`config.mk`:
```
export PLATFORM = sky130hd
export DESIGN_NAME = xcvr_top
export DESIGN_NICKNAME = d
export VERILOG_FILES = /design/src/rtl/xcvr_pkg.sv /design/src/rtl/xcvr_rise_det.sv /design/src/rtl/xcvr_store.sv /design/src/rtl/xcvr_path.sv /design/src/rtl/xcvr_top.sv
export SDC_FILE = /design/constraint.sdc
export NUM_CORES = 1
export LEC_CHECK = 0
export ABC_AREA = 1
export BUFFER_PORTS_ARGS = -buffer_cell sky130_fd_sc_hd__buf_2
export CAP_MARGIN = 20
export CORE_MARGIN = 3
export CORE_UTILIZATION = 52
export CTS_CLUSTER_SIZE = 24
export DETAILED_ROUTE_END_ITERATION = 7
export GPL_TIMING_DRIVEN = 0
export HOLD_SLACK_MARGIN = 0.12
export PLACE_DENSITY = 0.94
export SLEW_MARGIN = 20
export SYNTH_ARGS = -nofsm -noshare
export SYNTH_HDL_FRONTEND = slang
export SYNTH_SLANG_ARGS = --single-unit
```
`constraint.sdc`:
```
create_clock -name clk_i -period 2.32 [get_ports clk_i]
set_clock_uncertainty 0.2 [all_clocks]
set_input_delay 0.464 -clock clk_i [delete_from_list [all_inputs] [get_ports clk_i]]
set_output_delay 0.464 -clock clk_i [all_outputs]
set_load 0.02 [all_outputs]
```
`src/rtl/xcvr_pkg.sv`:
```
package xcvr_pkg;
  localparam int unsigned XCVR_W = 18;
  localparam int unsigned XCVR_DIRS = 2;

  typedef struct packed {
    logic oe_n;
    logic le;
    logic clk;
    logic ce_n;
  } xcvr_ctl_t;
endpackage

```
`src/rtl/xcvr_rise_det.sv`:
```
module xcvr_rise_det (
  input  logic clk_i,
  input  logic rst_ni,
  input  logic lvl_i,
  output logic rise_o
);
  logic lvl_q;

  always_ff @(posedge clk_i or negedge rst_ni) begin
    if (!rst_ni) lvl_q <= 1'b0;
    else         lvl_q <= lvl_i;
  end

  assign rise_o = lvl_i & ~lvl_q;
endmodule

```
`src/rtl/xcvr_store.sv`:
```
module xcvr_store #(
  parameter int unsigned W = 18
) (
  input  logic         clk_i,
  input  logic         rst_ni,
  input  logic [W-1:0] din_i,
  input  logic         le_i,
  input  logic         rise_i,
  input  logic         ce_ni,
  output logic [W-1:0] q_o
);
  logic         load;
  logic [W-1:0] q_q;

  // transparent phase keeps tracking; a clock capture needs le low and ce asserted
  assign load = le_i | (rise_i & ~ce_ni);

  always_ff @(posedge clk_i or negedge rst_ni) begin
    if (!rst_ni)   q_q <= '0;
    else if (load) q_q <= din_i;
  end

  assign q_o = q_q;
endmodule

```
`src/rtl/xcvr_path.sv`:
```
module xcvr_path
  import xcvr_pkg::*;
#(
  parameter int unsigned W = 18
) (
  input  logic         clk_i,
  input  logic         rst_ni,
  input  logic [W-1:0] din_i,
  input  xcvr_ctl_t    ctl_i,
  output logic [W-1:0] dout_o,
  output logic         oe_o
);
  logic         rise_w;
  logic [W-1:0] held_w;
  logic         live_q;

  xcvr_rise_det u_rise (
    .clk_i  (clk_i),
    .rst_ni (rst_ni),
    .lvl_i  (ctl_i.clk),
    .rise_o (rise_w)
  );

  xcvr_store #(.W(W)) u_store (
    .clk_i  (clk_i),
    .rst_ni (rst_ni),
    .din_i  (din_i),
    .le_i   (ctl_i.le),
    .rise_i (rise_w),
    .ce_ni  (ctl_i.ce_n),
    .q_o    (held_w)
  );

  assign dout_o = ctl_i.le ? din_i : held_w;
  assign oe_o   = rst_ni & ~ctl_i.oe_n;

  always_ff @(posedge clk_i or negedge rst_ni) begin
    if (!rst_ni) live_q <= 1'b0;
    else         live_q <= 1'b1;
  end

  AST_HOLD_NO_EDGE: assert property (@(posedge clk_i) disable iff (!rst_ni)
    (!ctl_i.le && !rise_w) |=> (ctl_i.le || $stable(dout_o)));

  AST_CAPTURE_ON_RISE: assert property (@(posedge clk_i) disable iff (!rst_ni)
    (!ctl_i.le && rise_w && !ctl_i.ce_n) |=> (ctl_i.le || dout_o == $past(din_i)));

  AST_GATED_RISE: assert property (@(posedge clk_i) disable iff (!rst_ni)
    (!ctl_i.le && rise_w && ctl_i.ce_n) |=> (ctl_i.le || $stable(dout_o)));

  AST_LE_FALL_HOLD: assert property (@(posedge clk_i) disable iff (!rst_ni)
    (live_q && $fell(ctl_i.le)) |-> (dout_o == $past(din_i)));
endmodule

```
`src/rtl/xcvr_top.sv`:
```
module xcvr_top
  import xcvr_pkg::*;
#(
  parameter int unsigned W = XCVR_W
) (
  input  logic         clk_i,
  input  logic         rst_ni,
  input  logic [W-1:0] a_i,
  input  logic [W-1:0] b_i,
  input  logic         ab_oe_ni,
  input  logic         ab_le_i,
  input  logic         ab_clk_i,
  input  logic         ab_ce_ni,
  input  logic         ba_oe_ni,
  input  logic         ba_le_i,
  input  logic         ba_clk_i,
  input  logic         ba_ce_ni,
  output logic [W-1:0] a_o,
  output logic         a_oe_o,
  output logic [W-1:0] b_o,
  output logic         b_oe_o
);
  // index 0 carries A to B, index 1 carries B to A
  logic [W-1:0] din_w  [XCVR_DIRS];
  logic [W-1:0] dout_w [XCVR_DIRS];
  logic         oe_w   [XCVR_DIRS];
  xcvr_ctl_t    ctl_w  [XCVR_DIRS];

  assign din_w[0] = a_i;
  assign din_w[1] = b_i;
  assign ctl_w[0] = '{oe_n: ab_oe_ni, le: ab_le_i, clk: ab_clk_i, ce_n: ab_ce_ni};
  assign ctl_w[1] = '{oe_n: ba_oe_ni, le: ba_le_i, clk: ba_clk_i, ce_n: ba_ce_ni};

  for (genvar d = 0; d < XCVR_DIRS; d++) begin : g_dir
    xcvr_path #(.W(W)) u_path (
      .clk_i  (clk_i),
      .rst_ni (rst_ni),
      .din_i  (din_w[d]),
      .ctl_i  (ctl_w[d]),
      .dout_o (dout_w[d]),
      .oe_o   (oe_w[d])
    );
  end

  assign b_o    = dout_w[0];
  assign b_oe_o = oe_w[0];
  assign a_o    = dout_w[1];
  assign a_oe_o = oe_w[1];
endmodule

```
==> Word level (Yosys, flattened, before mapping) <==
Index checks and enable logic that the tools add are counted.
{ "classes": {"div_mod_pow": 0, "shift": 0, "multipliers": 0, "bitwise_logic": 14, "n_reduce_logical": 0, "n_addsub": 0, "muxes": 2, "magnitude_cmp": 0, "eq_ne": 0} }
{ "ops": {"columns": ["cell", "n"], "rows": [
  ["two-way mux 18 bit", 2],
  ["AND 1 bit", 6],
  ["NOT 1 bit", 6],
  ["OR 1 bit", 2]
]} }
{ "word_totals": {"mem_bits_rw": 0, "latchBits": 0, "input_bits": 46, "mem_count": 0, "reg_bits": 38, "mem_bits_ro": 0} }

==> Depth between registers and ports, before layout <==
{ "depth": {"ltp_word": 4, "ltp_mapped": 6} }

==> Cells and area by module <==
From an unflattened synthesis, not the netlist that was laid out.
{ "hier_totals": {"hier_cells": 284, "hier_area_um2": 2077.0} }
{ "modules_own_cells": {"columns": ["mod", "instances", "seq_area_each_um2", "area_each_um2", "cells_each"], "rows": [
  ["xcvr_store", 2, 450.4, 735.7, 79],
  ["xcvr_path", 2, 0.0, 267.8, 60],
  ["xcvr_rise_det", 2, 25.0, 35.0, 3]
]} }

==> Worst setup path after synthesis <==
OpenSTA, ideal clock, no wires.
{ "synth_path": {"kind": "input -> output", "start": "input port ba_le_i", "end": "output port a_o[10]", "setup_slack_ns": 0.643, "stages": 5, "arrival_ns": 1.013, "path_buffers": 2, "cell_sequence": "buf_6 > inv_8 > buf_4 > nand2_1 > nand2_1"} }
{ "synth_between": {"elab_chain_cells": 1} }
{ "synth_rtl": {"columns": ["element", "line", "source"], "rows": [
  ["from (decl)", "xcvr_top.sv:15", "input logic ba_le_i,"],
  ["two-way mux 18 bit", "xcvr_path.sv:34", "assign dout_o = ctl_i.le ? din_i : held_w;"],
  ["to (decl)", "xcvr_top.sv:18", "output logic [W-1:0] a_o,"]
]} }
No other way between the ends.

==> Worst setup path in the final report <==
{ "layout_path": {"start": "input port rst_ni", "end": "output port a_oe_o"} }
{ "layout_between": {"elab_chain_cells": 1} }
{ "layout_rtl": {"columns": ["element", "line", "source"], "rows": [
  ["from (decl)", "xcvr_top.sv:7", "input logic rst_ni,"],
  ["AND 1 bit", "xcvr_path.sv:35", "assign oe_o = rst_ni & ~ctl_i.oe_n;"],
  ["to (decl)", "xcvr_top.sv:19", "output logic a_oe_o,"]
]} }
No other way between the ends.

==> flow_metrics.env <==
export IMPL_status="complete, no violations"
export IMPL_wl_met3_um=408
export IMPL_clock_fmax_mhz=468.7
export IMPL_htreeDepth=2
export IMPL_layout_drive_gt1_share=0.4113
export IMPL_worst_slew_pin_slew_ns=0.6264
export IMPL_seqCellArea_um2=950.9
export IMPL_via_per_inst=5.014
export IMPL_synth_area_per_cell_um2=7.699
export IMPL_finalWorstPathRequiredPeriod_ns=2.134
export IMPL_tns_ns=0
export IMPL_crit_slowest_cell="dlygate4sd3_1"
export IMPL_grt_pass1_wl_um=8990
export IMPL_diodes=0
export IMPL_yosysUniqueCellTypes=14
export IMPL_ios=84
export IMPL_setup_viol=0
export IMPL_drtIter0Drc=161
export IMPL_die_area_um2=4970
export IMPL_synth_top_cell_area_share=0.4396
export IMPL_cp_required_ns=1.66
export IMPL_cts_buffers=5
export IMPL_grt_max_degree=26
export IMPL_highest_signal_layer="met4"
export IMPL_grt_total_usage=0.2220
export IMPL_wl_per_cell_um=12.58
export IMPL_rsz0062_at_grt="no"
export IMPL_die_w_um=70.50
export IMPL_cp_top_family="buffers and inverters"
export IMPL_die_h_um=70.50
export IMPL_critPathKind="in2out"
export IMPL_gp_congestion=0.7554
export IMPL_slew_violations=0
export IMPL_cts_tree="done"
export IMPL_path_max_fanout=3
export IMPL_layout_commonest_cell="nand2_1"
export IMPL_first_global_vias=1962
export IMPL_end_kind="output port"
export IMPL_clk_latency_ns=0.27
export IMPL_ir_drop_uv=400.5
export IMPL_dp_cells=410
export IMPL_crit_top_cell="buf_2"
export IMPL_areaGrowthSynthToFinish_pct=27.01
export IMPL_route_met2_wl_um=2662
export IMPL_cts_sinks=38
export IMPL_ys_warn_count=0
export IMPL_critPathMaxStageDelay_ns=0.52
export IMPL_portBuffers=81
export IMPL_clockBufferDepth=2
export IMPL_dr_pass1_iters=5
export IMPL_power_density_nw_per_um2=594.8
export IMPL_vias=2106
export IMPL_worstPathArrival_ns=1.47
export IMPL_synth_area_leader_cell="dfrtp_1"
export IMPL_antenna_found_initial=0
export IMPL_met1Wirelength_um=2195
export IMPL_multi_input_area_um2=1039
export IMPL_p_leak_nw=1.611
export IMPL_synth_area_top_cells="dfrtp_1 44%, nand2_1 24%, nand2_2 12%"
export IMPL_clockRootBuffer="clkbuf_8"
export IMPL_initial_utilization=0.5654
export IMPL_postCtsSetupRepairBufs=0
export IMPL_holdWs_ns=0.1374
export IMPL_fin_cells=420
export IMPL_path_buf_inv=4
export IMPL_path_clk_slew_ns=0.07
export IMPL_core_um2=3826
export IMPL_drc_errors=0
export IMPL_ys_seq_area_frac=0.4396
export IMPL_cp_cell_sequence="dlygate4sd3_1, buf_2, inv_1, nor2_1, buf_2"
export IMPL_startpoint_type="input pin"
export IMPL_mostFrequentLayoutCells="140 x nand2_1, 83 x buf_2, 40 x nand2_2"
export IMPL_hold_path_class="in2reg"
export IMPL_finalCritPeriodShare=0.9197
export IMPL_synth_cells=281
export IMPL_layout_nets=418
export IMPL_synth_area_um2=2163
export IMPL_antenna_left=0
export IMPL_overflow=0
export IMPL_dp_hpwl_um=3669
export IMPL_wl_um=5285
export IMPL_syn_nets=327
export IMPL_synth_seq_cells=38
export IMPL_slew_headroom=0.5810
export IMPL_fillCellCount=296
export IMPL_hold_viol_final=0
export IMPL_rows=22
export IMPL_cts_resized=0
export IMPL_cap_violations=0
cell families (layout without fill, tap and decap cells):
kind of cell / Yosys count / in the layout / share of synthesized area
simple gates: 222 / 222 / 0.4800
flops: 38 / 38 / 0.4396
buf+inv: 21 / 112 / 0.08039
cell usage after synthesis:
cell / n
buf_6: 2
buf_12: 2
nand3_4: 2
inv_2: 4
inv_1: 1
dfrtp_1: 38
buf_2: 2
buf_4: 8
nand2_1: 140
nor2_1: 2
nand2_2: 40
inv_8: 2
nand3_1: 36
nand2_8: 2
what timing repair did:
| action | CTS | global route |
|---|---|---|
| hold endpoints to repair | 13 | 0 |
| setup endpoints to repair | 0 | 0 |
| hold buffers | 3 | 0 |
worst paths after layout:
| path | startpoint | endpoint | slack, ns | depth (start not counted) |
|---|---|---|---|---|
| worst min register to register | g_dir[1].u_path.u_store.q_o[17] | g_dir[1].u_path.u_store.q_o[17] | 0.32 | 2 |
| max in group asynchronous | rst_ni | g_dir[1].u_path.u_store.q_o[0] | 0.33 | 3 |
| worst max-delay path | rst_ni | a_oe_o | 0.19 | 5 |
| worst max register to register | g_dir[0].u_path.u_rise.lvl_q | g_dir[0].u_path.u_store.q_o[0] | 1.05 | 5 |
| worst min-delay path | ab_clk_i | g_dir[0].u_path.u_rise.lvl_q | 0.14 | 1 |
| min in group asynchronous | rst_ni | g_dir[1].u_path.u_store.q_o[6] | 0.54 | 3 |
per-layer routing:
| metal | global-route usage | vias up |
|---|---|---|
| met1 | 0.3037 | 953 |
| met3 | 0.04317 | 2 |
| met5 | 0 | - |
| met4 | 0.03617 | 0 |
| met2 | 0.3721 | 102 |
| li1 | - | 1049 |
worst register-to-register path, delay by kind of cell (launching register included):
family	cells	cell delay [ns]
simple gates	3	0.31
flops	1	0.37
buf+inv	2	0.29
registers in the layout (all words and copies together), names as in the netlist:
name	count
g_dir.u_path.u_store.q_o	36
g_dir.u_path.u_rise.lvl_q	2
cell type report:
type	instances	area share
clock buffers	5	0.02505
well taps	48	0.02186
repair buffers	84	0.1621
flip-flops and latches	38	0.3461
inverters	7	0.01503
plain buffers	14	0.04827
multi-input cells	222	0.3780
clock inverters	2	0.003643
stage by stage:
stage          total power, W  worst slack, ns  utilization  instance area, um^2
6_report             0.001634           0.1863       0.7181                 2748
5_1_grt              0.001730          0.07890       0.7181                 2748
4_1_cts              0.001636           0.1945       0.7181                 2748
3_5_place_dp         0.001217          0.08686       0.6871                 2629
3_3_place_gp         0.001202          0.08712       0.6871                 2629
2_1_floorplan        0.001054           0.6425            -                 2163
where the power goes:
| part | total, W | internal (W) | switching (W) | leakage, nW |
|---|---|---|---|---|
| sequential | 0.000762 | 0.000726 | 0.0000363 | 0.460 |
| combinational | 0.000452 | 0.000172 | 0.000280 | 1.11 |
| clock | 0.000420 | 0.000202 | 0.000218 | 0.0438 |
(Power assumes the default switching activity.)
